===== src/rtl/aesreg_pkg.sv =====
package aesreg_pkg;

    typedef logic [2:0] mode_t;

    localparam mode_t MODE_DATA = 3'd0;
    localparam mode_t MODE_KEY  = 3'd1;

    typedef struct packed {
        mode_t mode;
        logic  dir;
    } ctrl_t;

    // Control byte: start(7, reads 0) mode(6:4) dir(3) zero(2:1) busy(0)
    function automatic logic [7:0] ctrl_byte(input ctrl_t c, input logic busy);
        return {1'b0, c.mode, c.dir, 2'b00, busy};
    endfunction

    function automatic ctrl_t ctrl_from_byte(input logic [7:0] b);
        ctrl_t c;
        c.mode = b[6:4];
        c.dir  = b[3];
        return c;
    endfunction

endpackage


===== src/rtl/aesreg_addr_seq.sv =====
module aesreg_addr_seq #(
    parameter int AW = 8
) (
    input  logic          clk,
    input  logic          rst,
    input  logic          first,
    input  logic          strobe,
    input  logic [AW-1:0] addr,
    output logic [AW-1:0] eff_addr
);
    logic [AW-1:0] next_q;

    assign eff_addr = first ? addr : next_q;

    always_ff @(posedge clk) begin
        if (rst)         next_q <= '0;
        else if (strobe) next_q <= eff_addr + AW'(1);
    end
endmodule


===== src/rtl/aesreg_page.sv =====
module aesreg_page #(
    parameter int NB = 16,
    localparam int IW = $clog2(NB),
    localparam int BW = 8 * NB
) (
    input  logic          clk,
    input  logic          rst,
    input  logic          wr_en,
    input  logic [IW-1:0] wr_idx,
    input  logic [7:0]    wr_byte,
    input  logic          load_en,
    input  logic [BW-1:0] load_blk,
    output logic [BW-1:0] blk
);
    for (genvar i = 0; i < NB; i++) begin : g_byte
        logic [7:0] b_q;
        always_ff @(posedge clk) begin
            if (rst)
                b_q <= '0;
            else if (load_en)
                b_q <= load_blk[BW-1-8*i -: 8];
            else if (wr_en && wr_idx == IW'(i))
                b_q <= wr_byte;
        end
        assign blk[BW-1-8*i -: 8] = b_q;
    end
endmodule


===== src/rtl/aesreg_run_ctl.sv =====
module aesreg_run_ctl (
    input  logic clk,
    input  logic rst,
    input  logic launch_req,
    input  logic launch_dir,
    input  logic abort_req,
    input  logic done,
    output logic busy,
    output logic eng_start,
    output logic eng_abort,
    output logic run_dir,
    output logic capture
);
    assign capture = busy && done && !abort_req;

    always_ff @(posedge clk) begin
        if (rst) begin
            busy      <= 1'b0;
            eng_start <= 1'b0;
            eng_abort <= 1'b0;
            run_dir   <= 1'b0;
        end else begin
            eng_start <= 1'b0;
            eng_abort <= 1'b0;
            if (busy && abort_req) begin
                busy      <= 1'b0;
                eng_abort <= 1'b1;
            end else if (busy && done) begin
                busy <= 1'b0;
            end else if (!busy && launch_req) begin
                busy      <= 1'b1;
                eng_start <= 1'b1;
                run_dir   <= launch_dir;
            end
        end
    end

    AST_START_FROM_IDLE: assert property (@(posedge clk) disable iff (rst)
        eng_start |-> busy && $past(!busy && launch_req));
    AST_START_ONE_CYCLE: assert property (@(posedge clk) disable iff (rst)
        eng_start |=> !eng_start);
    AST_ABORT_DROPS_BUSY: assert property (@(posedge clk) disable iff (rst)
        eng_abort |-> !busy && $past(busy && abort_req));
    AST_BUSY_NO_RELAUNCH: assert property (@(posedge clk) disable iff (rst)
        busy && launch_req |=> !eng_start);
endmodule


===== src/rtl/aesreg_frontend.sv =====
module aesreg_frontend
    import aesreg_pkg::*;
#(
    parameter int         BLK_BYTES = 16,
    parameter logic [7:0] BASE      = 8'h82,
    localparam int        BLK_BITS  = 8 * BLK_BYTES
) (
    input  logic                clk,
    input  logic                rst,
    input  logic                bus_first,
    input  logic                bus_strobe,
    input  logic                bus_we,
    input  logic [7:0]          bus_addr,
    input  logic [7:0]          bus_wdata,
    output logic [7:0]          bus_rdata,
    output logic                eng_start,
    output logic                eng_dir,
    output logic                eng_abort,
    output logic [BLK_BITS-1:0] eng_key,
    output logic [BLK_BITS-1:0] eng_din,
    input  logic                eng_done,
    input  logic [BLK_BITS-1:0] eng_result,
    input  logic [BLK_BITS-1:0] eng_lrk
);
    localparam int         IW     = $clog2(BLK_BYTES);
    localparam logic [7:0] A_CTRL = BASE + 8'd1;
    localparam logic [7:0] A_WIN  = BASE + 8'd2;
    localparam logic [7:0] A_MIR  = A_WIN + 8'(BLK_BYTES);

    logic [7:0]          eff;
    logic                hit_ctrl, hit_mir, hit_win, wr;
    logic [IW-1:0]       widx;
    ctrl_t               ctrl_q;
    logic                busy, capture, launch_req, abort_req;
    logic [BLK_BITS-1:0] key_blk, data_blk, lrk_q, rd_blk;
    logic                have_lrk;

    aesreg_addr_seq #(.AW(8)) u_addr (
        .clk(clk), .rst(rst), .first(bus_first), .strobe(bus_strobe),
        .addr(bus_addr), .eff_addr(eff)
    );

    assign hit_ctrl = (eff == A_CTRL);
    assign hit_mir  = (eff == A_MIR);
    assign hit_win  = (eff >= A_WIN) && (eff < A_MIR);
    assign widx     = IW'(eff - A_WIN);
    assign wr       = bus_strobe && bus_we;

    assign launch_req = wr && hit_mir && bus_wdata[7];
    assign abort_req  = bus_strobe && hit_ctrl;

    always_ff @(posedge clk) begin
        if (rst)
            ctrl_q <= '0;
        else if (wr && (hit_ctrl || hit_mir))
            ctrl_q <= ctrl_from_byte(bus_wdata);
    end

    aesreg_run_ctl u_run (
        .clk(clk), .rst(rst),
        .launch_req(launch_req), .launch_dir(bus_wdata[3]),
        .abort_req(abort_req), .done(eng_done),
        .busy(busy), .eng_start(eng_start), .eng_abort(eng_abort),
        .run_dir(eng_dir), .capture(capture)
    );

    aesreg_page #(.NB(BLK_BYTES)) u_key (
        .clk(clk), .rst(rst),
        .wr_en(wr && hit_win && !busy && ctrl_q.mode == MODE_KEY),
        .wr_idx(widx), .wr_byte(bus_wdata),
        .load_en(1'b0), .load_blk('0),
        .blk(key_blk)
    );

    aesreg_page #(.NB(BLK_BYTES)) u_data (
        .clk(clk), .rst(rst),
        .wr_en(wr && hit_win && !busy && ctrl_q.mode == MODE_DATA),
        .wr_idx(widx), .wr_byte(bus_wdata),
        .load_en(capture), .load_blk(eng_result),
        .blk(data_blk)
    );

    always_ff @(posedge clk) begin
        if (rst) begin
            lrk_q    <= '0;
            have_lrk <= 1'b0;
        end else if (capture) begin
            lrk_q    <= eng_lrk;
            have_lrk <= 1'b1;
        end
    end

    assign eng_key = key_blk;
    assign eng_din = data_blk;

    always_comb begin
        rd_blk    = '0;
        bus_rdata = '0;
        if (ctrl_q.mode == MODE_KEY)       rd_blk = have_lrk ? lrk_q : key_blk;
        else if (ctrl_q.mode == MODE_DATA) rd_blk = data_blk;
        if (hit_ctrl || hit_mir)
            bus_rdata = ctrl_byte(ctrl_q, busy);
        else if (hit_win)
            bus_rdata = 8'(rd_blk >> (8 * (BLK_BYTES - 1 - int'(widx))));
    end

    AST_DATA_HELD_RUN: assert property (@(posedge clk) disable iff (rst)
        busy && !capture |=> $stable(data_blk));
    AST_KEY_HELD_RUN: assert property (@(posedge clk) disable iff (rst)
        busy |=> $stable(key_blk));
    AST_ABORT_NO_CAPTURE: assert property (@(posedge clk) disable iff (rst)
        eng_abort |-> $stable(lrk_q) && $stable(data_blk));
    AST_IDLE_DONE_IGNORED: assert property (@(posedge clk) disable iff (rst)
        !busy && eng_done |=> $stable(lrk_q));
endmodule


===== config.mk =====
export PLATFORM = sky130hd
export DESIGN_NAME = aesreg_frontend
export DESIGN_NICKNAME = d
export VERILOG_FILES = /design/src/rtl/aesreg_pkg.sv /design/src/rtl/aesreg_addr_seq.sv /design/src/rtl/aesreg_page.sv /design/src/rtl/aesreg_run_ctl.sv /design/src/rtl/aesreg_frontend.sv
export SDC_FILE = /design/constraint.sdc
export NUM_CORES = 1
export LEC_CHECK = 0
export BUFFER_PORTS_ARGS = -buffer_cell sky130_fd_sc_hd__buf_4
export CORE_AREA = 5 5 208 210
export CTS_CLUSTER_SIZE = 25
export DETAILED_ROUTE_END_ITERATION = 7
export DIE_AREA = 0 0 213 215
export PLACE_DENSITY_LB_ADDON = 0.15
export SLEW_MARGIN = 20
export SYNTH_ARGS = -nofsm -noshare
export SYNTH_HDL_FRONTEND = slang
export SYNTH_HIERARCHICAL = 1
export SYNTH_SLANG_ARGS = --single-unit

===== constraint.sdc =====
create_clock -name clk -period 11.6 [get_ports clk]
set_input_delay 2.32 -clock clk [delete_from_list [all_inputs] [get_ports clk]]
set_output_delay 2.32 -clock clk [all_outputs]
set_load 0.1 [all_outputs]

### Word-level counts from Yosys, hierarchy flattened

Cells that the tools add are included.
W data, S select, Z words.

* add/subtract/negate cells: 3
* magnitude comparators: 2
* equality and inequality tests: 18
* shift operators: 1
* muxes and demuxes: 40
* bitwise logic cells: 2
* reduce and logical (&&, ||, !) cells: 69

Operators by type and width (number)
* $mux W128: 3
* $mux W8: 35
* $shr A128 B32 Y8: 1
* $logic_and A1 B1 Y1: 46
* $eq A4 B4 Y1 const B: 8
* $reduce_bool A2 Y1: 16
* $eq A4 B3 Y1 const B: 4
* $eq A8 B8 Y1 const B: 2
* $add A8 B1 Y8 const B: 1
* $eq A4 B2 Y1 const B: 2
* $ge A8 B8 Y1 const B: 1
* $lt A8 B8 Y1 const B: 1
* $sub A4 B4 Y5 const A: 1
* $eq A4 B1 Y1 const B: 1
* $logic_not A4 Y1: 1
* $sub A4 B3 Y4 const B: 1
* $eq A3 B1 Y1 const B: 1
* $logic_not A3 Y1: 1
* $reduce_and A3 Y1: 1
* $reduce_or A3 Y1: 1
* $logic_not A1 Y1: 2
* $mux W1: 2
* $not A1 Y1: 2
* $logic_or A1 B1 Y1: 1

* flip-flop bits (word level): 401
* input port bits: 278
* output and inout port bits: 267
* word-level logic and storage cells: 176

### Longest topological paths before layout

Gate-level depths: netlist of run 1.

* word-level depth: 9
* mapped depth: 16

### Hierarchy

The synthesis of run 1 kept the hierarchy.

Modules (own cells, without submodules)
* aesreg_page: times used 2, cells each 638, area each 5910.7 sq um, sequential area each 2562.5 sq um
* aesreg_frontend: times used 1, cells each 789, area each 8267.9 sq um, sequential area each 2662.6 sq um
* aesreg_addr_seq: times used 1, cells each 68, area each 676.9 sq um, sequential area each 160.2 sq um
* aesreg_run_ctl: times used 1, cells each 13, area each 152.6 sq um, sequential area each 80.1 sq um

### Worst setup path after synthesis of run 1

No wires, ideal clock.

* path kind: input to output
* start point: in bus_first
* end point: out bus_rdata[7]
* data arrival time: 6.903 ns
* required time: 9.280 ns
* slack: 2.377 ns
* stages: 11
* path buffers: 5
* cells stage by stage: buf_6 -> mux2i_4 -> inv_2 -> buf_2 -> inv_1 -> clkbuf_1 -> ha_1 -> clkbuf_1 -> clkbuf_1 -> a221oi_1 -> a311oi_1

* cells in the longest elaborated chain, start to end: 6
* elaborated cells on any way between the ends: 12
* those cells by class: 2 x add/sub; 2 x order compare; 2 x eq/ne; 1 x shift; 3 x mux; 2 x reduce/logical

Ends and longest elaborated chain
* start, declared: RTL line aesreg_frontend.sv:10 `input logic bus_first,`
* $mux W8: RTL line aesreg_addr_seq.sv:13 `assign eff_addr = first ? addr : next_q;`
* via eff[2]: RTL line aesreg_frontend.sv:30 `logic [7:0] eff;`
* $sub A4 B3 Y4: RTL line aesreg_frontend.sv:46 `assign widx = IW'(eff - A_WIN);`
* via widx[2]: RTL line aesreg_frontend.sv:32 `logic [IW-1:0] widx;`
* $sub A4 B4 Y5: RTL line aesreg_frontend.sv:104 `bus_rdata = 8'(rd_blk >> (8 * (BLK_BYTES - 1 - int'(widx))));`
* $shr A128 B32 Y8: RTL line aesreg_frontend.sv:104
* $mux W8: RTL line aesreg_frontend.sv:103 `else if (hit_win)`
* $mux W8: RTL line aesreg_frontend.sv:101 `if (hit_ctrl || hit_mir)`
* end, declared: RTL line aesreg_frontend.sv:15 `output logic [7:0] bus_rdata,`

The timed path passes the listed nets, and every way through them passes these cells.

### Worst setup path in the final report of run 1

* start point: in bus_first
* end point: out bus_rdata[2]

Same word-level chain as after synthesis.

==> impl_metrics.json, run 1 <==
{
  "status": "complete, no violations",
  "timing.slew.headroom_pct": 19.9,
  "grtUsageTotal_pct": 36.8,
  "postCtsSetupRepairBufs": 0,
  "tritoncts.num_buffers": 45,
  "cts_htree_levels": 2,
  "yosysTopAreaCellShare_pct": 38.4,
  "maximum_capacitance_violations": 0,
  "netlist-cell-type-count": 86,
  "drt_pass1_iterations": 6,
  "finalNonFillerCells": 3211,
  "route.final.wire_length_um": 88900,
  "timing.setup.critical_path_class": "input port to output port",
  "io_pins": 545,
  "cellPowerDensity_mw_per_mm2": 138,
  "p_leak_nw": 10.3,
  "worst-endpoint-arrival_ns": 6.80,
  "place_inst": 3130,
  "class_of_the_tightest_hold_or_removal_check": "register to register",
  "drt-initial-drc-count": 2388,
  "critPathCaptureType": "output port",
  "yosys_register_bits": 401,
  "cts-root-buf": "clkbuf_16",
  "fp.coreArea_mm2": 0.0414,
  "worstPathMaxFanout": 37,
  "cts_tree": "built",
  "worst_setup_path_start_kind": "input port",
  "fin_setup_tns_ns": 0,
  "wire_length_of_the_first_global_routing_pass_um": 130000,
  "postSynthCellCount": 2146,
  "postCtsResizedCells": 0,
  "num_rows": 75,
  "final_layout_size_suffix_gt1_share_pct": 29.4,
  "die_x_um": 213,
  "yosys-top-cells-area": "dfxtp_1 (38%), a211oi_1 (19%), mux4_2 (8.7%)",
  "drt-vias-per-instance": 6.48,
  "sinks_on_the_clock_net": 401,
  "setup_violations": 0,
  "netlist.top_cell.by_area": "dfxtp_1",
  "syn_area_mm2": 0.0209,
  "ys_dominant_reg_cell": "dfxtp_1",
  "cts_max_path_buffers": 3,
  "routed_wire_length_per_instance_um": 27.7,
  "final.min_clock_period_ns": 9.12,
  "initial_antenna_violation_count": 1,
  "r2r.worst_path.cells": 13,
  "drcViolationCount": 0,
  "synth_enable_flop_cells": 0,
  "die-height_um": 215,
  "vias": 20812,
  "synth.yosys.seq_area_share_pct": 38.4,
  "report.final.hold_viol_count": 0,
  "insertion_delay_ns": 0.58,
  "slew_violations": 0,
  "fillCellCount": 3498,
  "grt_overflow_total": 0,
  "layout.area.seq_mm2": 0.00803,
  "final_min_period_over_clock_period_pct": 78.6,
  "cts.clk_slew.worst_paths_ns": 0.06,
  "whs_path_depth": 2,
  "fin_worst_skew_ns": 0.0192,
  "worstMarginPinSlew_ns": 1.20,
  "synthTopCellsByCount": "a211oi_1 (518), dfxtp_1 (401), a21oi_1 (267), mux2i_1 (160), nor2_1 (155)",
  "grt_start_max_net_pins": 281,
  "fp.dieArea_mm2": 0.0458,
  "net_count_final": 2919,
  "irDropWorstVdd_mv": 0.119,
  "place.gp.congestion": 0.942,
  "post_cts_hold_buffer_count": 0,
  "synth-async-reset-ratio_pct": 0,
  "antenna-diode-count": 0,
  "place.detailed.hpwl_um": 63100,
  "place.port_buffers": 544,
  "synth_most_common_cell": "a211oi_1",
  "syn_area_per_cell_um2": 9.75,
  "multi_input_comb_area_mm2": 0.0120,
  "required_arrival_time_at_the_worst_endpoint_ns": 9.28,
  "area_delta_synth_final_pct": 27.0,
  "fmaxAchievable_mhz": 110,
  "grt_pass1_vias": 20047,
  "synth_warnings": 6,
  "route.antenna.remaining_nets": 0,
  "initial_core_util_pct": 50.5,
  "grt_setup_unrepaired": "no"
}
critical path: stages:
cell	delay, ns
buf_4	0.19
mux2i_4	0.22
inv_2	0.56
inv_1	0.65
ha_1	0.50
buf_4	0.33
clkinv_1	0.61
mux4_2	0.69
a32oi_1	0.25
nor2_1	0.15
buf_4	0.26
power by group:
group          total [mW]  leakage, nW  switching [mW]  internal [mW]
logic               0.787         6.28           0.559          0.227
registers            1.46         3.26          0.0435           1.41
clock network        1.43        0.729           0.587          0.842
worst paths after layout:
path                            startpoint                                    end  slack (ns)
max                              bus_first                           bus_rdata[2]        2.48
min                 lrk_q[40]$_SDFFE_PP0P_                 lrk_q[40]$_SDFFE_PP0P_        0.49
max reg2reg  u_addr/next_q[2]$_SDFFE_PP0P_  u_data/g_byte[10].b_q[0]$_SDFFE_PP0P_        5.76
min reg2reg         lrk_q[40]$_SDFFE_PP0P_                 lrk_q[40]$_SDFFE_PP0P_        0.49
sequential cells by signal (all words and copies together), names as in the netlist, 4 cells and up:
signal / count
u_addr/next_q: 8
u_key/g_byte.b_q: 128
lrk_q: 128
u_data/g_byte.b_q: 128
ctrl_q: 4
per-stage QoR:
stage	total power [mW]	area (um^2)	util (%)	setup slack [ns]	hold slack, ns
floorplan	2.01	21400	-	2.38	0.452
global placement	2.25	25100	60.7	2.83	0.467
detailed placement	2.26	25100	60.7	2.66	0.480
CTS	3.67	26600	64.2	2.63	0.494
global route	3.77	26600	64.2	2.28	0.512
finish	3.67	26600	64.2	2.48	0.489
placed cells by master (no fill, tap or decap), types with 13 or more instances in the layout:
cell       count
mux2i_1      160
dfxtp_1      400
nor2_1       155
nor3_1        15
nand2_1       34
a211oi_1     518
buf_4        573
mux4_2        81
nor2b_1       21
clkbuf_16     47
clkbuf_1      13
a21oi_1      267
a21o_1        25
nand3_1       17
conb_1       129
layer usage:
metal | part of all wire, % | up-vias | global-route usage [%]
met5 | 0.019 | - | 0
met4 | 5.6 | 2 | 17.6
met3 | 10 | 275 | 9.28
met2 | 44 | 1277 | 55.1
met1 | 40 | 10049 | 49.7
li1 | - | 9209 | -
area by class of cell:
type	count	share of cell area (%)
Clock buffer	72	5.23
Sequential cell	401	30.2
Clock inverter	9	0.301
Inverter	10	0.141
Multi-Input combinational cell	1605	45.3
Tap cell	539	2.54
Timing Repair Buffer	575	16.3
cell families (layout without fill, tap and decap cells):
logic type	after synthesis	count (layout)	synth area share, %
flip-flops	401	401	38.4
AND/OR/NAND/NOR	324	324	8.07
buffers and inverters	268	666	6.75
adder cells (fa/ha/maj)	3	3	0.179
AO/OA/AOI/OAI	889	889	29.1
XOR/XNOR	1	1	0.0419
multiplexers	259	259	17.4
other	1	129	0.0179
(Power assumes the default switching activity.)
==> run 2: changes to the inputs <==
- ABC_AREA: unset -> 1
- CORE_AREA: 5 5 208 210 -> unset
- CORE_ASPECT_RATIO: unset -> 1.1
- CORE_MARGIN: unset -> 5
- CORE_UTILIZATION: unset -> 55
- DIE_AREA: 0 0 213 215 -> unset
- clock period: 11.6 -> 9.4 ns (I/O delays scaled with it)
==> run 2 against run 1 <==
- core utilization up 4.8 points
- setup slack worse by 0.56 ns
- synthesized cell count increased by 85%
- non-clock buffer count is 9 lower
- wire length rose by 20%
- count of clock-buffer cells in the layout fell by 13
- first-iteration DRC count grew 51%
- largest cell class unchanged
- highest routed layer unchanged
==> impl_metrics.json, run 2 <==
{
  "status": "complete, no violations",
  "startpoint": "bus_first",
  "net_count_final": 4758,
  "synth-async-reset-ratio_pct": 0,
  "fmaxAchievable_mhz": 134,
  "postCtsResizedCells": 0,
  "postSynthCellCount": 3974,
  "grt_setup_unrepaired": "no",
  "routed_wire_length_per_instance_um": 20.9,
  "timing.slew.headroom_pct": 24.9,
  "drcViolationCount": 0,
  "synth_enable_flop_cells": 0,
  "postCtsSetupRepairBufs": 0,
  "wire_length_of_the_first_global_routing_pass_um": 152000,
  "maximum_capacitance_violations": 0,
  "irDropWorstVdd_mv": 0.136,
  "synth.yosys.seq_area_share_pct": 34.5,
  "internal_power_mw": 3.05,
  "final_common_cell": "nand2_1",
  "place.gp.congestion": 1.05,
  "syn_area_per_cell_um2": 5.86,
  "initial_core_util_pct": 55.3,
  "cts-root-buf": "clkbuf_16",
  "netlist.top_cell.by_area": "dfxtp_1",
  "cts_max_path_buffers": 3,
  "fin_setup_tns_ns": 0,
  "grt_start_max_net_pins": 169,
  "grt_overflow_total": 0,
  "worst-endpoint-arrival_ns": 5.60,
  "drt-vias-per-instance": 5.43,
  "p_leak_nw": 14.6,
  "r2r-start": "u_addr/next_q[0]$_SDFFE_PP0P_",
  "final.min_clock_period_ns": 7.48,
  "power.share.sequential_pct": 39.4,
  "route.final.wire_length_um": 106000,
  "synth_warnings": 6,
  "report.final.hold_viol_count": 0,
  "drt-initial-drc-count": 3600,
  "place.port_buffers": 544,
  "final_layout_size_suffix_gt1_share_pct": 16.0,
  "final_design_utilization_pct": 69.0,
  "io_pins": 545,
  "fp.dieArea_mm2": 0.0465,
  "sinks_on_the_clock_net": 401,
  "class_of_the_tightest_hold_or_removal_check": "register to register",
  "initial_antenna_violation_count": 2,
  "netlist-cell-type-count": 37,
  "synth_most_common_cell": "nand2_1",
  "insertion_delay_ns": 0.58,
  "final.hold.worst_slack_ns": 0.462,
  "critPathCaptureType": "output port",
  "num_rows": 79,
  "worstMarginPinSlew_ns": 1.13,
  "drt_pass1_iterations": 7,
  "fp.coreArea_mm2": 0.0421,
  "power.net_switching_mw": 1.59,
  "final_min_period_over_clock_period_pct": 79.6,
  "sw_frac_of_total_pct": 34.3,
  "required_arrival_time_at_the_worst_endpoint_ns": 7.52,
  "route.antenna.remaining_nets": 0,
  "reg_top3": "lrk_q x128, u_data/g_byte.b_q x128, u_key/g_byte.b_q x128",
  "yosys_register_bits": 401,
  "cts_tree": "built",
  "post_cts_hold_buffer_count": 0,
  "vias": 27584,
  "die_x_um": 206,
  "slew_violations": 0,
  "worstPathMaxFanout": 45,
  "cellPowerDensity_mw_per_mm2": 160,
  "setup_violations": 0,
  "grt_pass1_vias": 24793,
  "yosys-top-cells-area": "dfxtp_1 (34%), nand2_1 (22%), nor2_1 (11%)",
  "tritoncts.num_buffers": 43,
  "power.share.combinational_pct": 22.5,
  "yosysTopAreaCellShare_pct": 34.5,
  "fin_worst_skew_ns": 0.0160,
  "cts_htree_levels": 2,
  "worst_setup_path_start_kind": "input port",
  "area_delta_synth_final_pct": 24.9,
  "syn_area_mm2": 0.0233,
  "reg2reg_slack_ns": 4.45,
  "pwr-share-clk_pct": 38.1,
  "ys_dominant_reg_cell": "dfxtp_1",
  "layout.cells.most_common_list": "nand2_1 (1389), nor2_1 (708), buf_4 (566), inv_1 (410), dfxtp_1 (400)",
  "hold_crit_start": "lrk_q[110]$_SDFFE_PP0P_",
  "timing.setup.critical_path_class": "input port to output port",
  "synthTopCellsByCount": "nand2_1 (1389), nor2_1 (710), inv_1 (414), dfxtp_1 (401), nand3_1 (360)",
  "cts.clk_slew.worst_paths_ns": 0.06,
  "die-height_um": 226,
  "grtUsageTotal_pct": 43.1,
  "place.detailed.hpwl_um": 78200
}
==> run 2: changes by cell type after synthesis, sizes merged, moves of 49 or more <==
cell / delta
a21oi: -105
nor2: +576
nand3: +353
inv: +418
mux2i: -161
mux4: -81
a211oi: -444
nand2: +1379
o21ai: +49
==> run 2: metrics by stage <==
stage / power, mW / cells / setup WS, ns / instance area, um^2
finish: 4.65 / 5076 / 1.92 / 29100
global route: 4.77 / 5075 / 1.86 / 29100
CTS: 4.61 / 5075 / 2.09 / 29100
detailed placement: 2.88 / 4999 / 2.09 / 27600
global placement: 2.88 / 4999 / 2.18 / 27600
floorplan: 2.55 / 4102 / 1.84 / 23800
==> run 2: path summary, 6_finish.rpt <==
path / endpoint / cells past startpoint
max: bus_rdata[7] / 16
min: lrk_q[110]$_SDFFE_PP0P_ / 2
max reg2reg: u_data/g_byte[9].b_q[5]$_SDFFE_PP0P_ / 14
min reg2reg: lrk_q[110]$_SDFFE_PP0P_ / 2
==> run 2: area by class of cell <==
class,instances,area [um^2]
inverter,428,1630
tap,567,709
clock buffer,59,1240
multi-input combinational,3037,13000
fill,3858,13000
antenna,1,2.50
timing repair buffer,566,4250
sequential,401,8030
clock inverter,17,195
==> run 2: metal layers <==
metal | track usage (%) | wire, um
met1 | 47.6 | 34800
met2 | 70.4 | 48800
met3 | 9.68 | 11700
met4 | 36.1 | 10900
met5 | 0 | 9
==> run 2: worst max-delay path: stages <==
cell and delay [ns]:
buf_4 0.17, nand2_1 0.09, o21ai_2 0.11, inv_2 0.76
inv_2 0.06, buf_4 0.29, nor2_4 0.69, nand2_1 0.14
nand3_1 0.10, o21ai_0 0.07, nor2_1 0.12, nor2_1 0.07
nand2_1 0.13, nand2_1 0.06, nor2_1 0.40, buf_4 0.39
==> run 2: cells by family (layout without fill, tap and decap cells) <==
group | after synthesis | in the layout | share of synthesized area, %
simple gates | 2589 | 2589 | 45.8
other cells | 1 | 130 | 0.0161
xor+xnor | 1 | 1 | 0.0376
buf+inv | 664 | 1070 | 11.7
flops | 401 | 401 | 34.5
fa+ha+maj | 3 | 3 | 0.161
compound gates | 315 | 315 | 7.79
==> run 2: power groups by stage <==
stage | Combinational [mW] | Sequential (mW) | Clock (mW)
detailed placement | 1.02 | 1.86 | 0
global placement | 1.01 | 1.86 | 0
finish | 1.05 | 1.83 | 1.77
global route | 1.11 | 1.83 | 1.84
CTS | 1.02 | 1.82 | 1.77
floorplan | 0.407 | 2.14 | 0
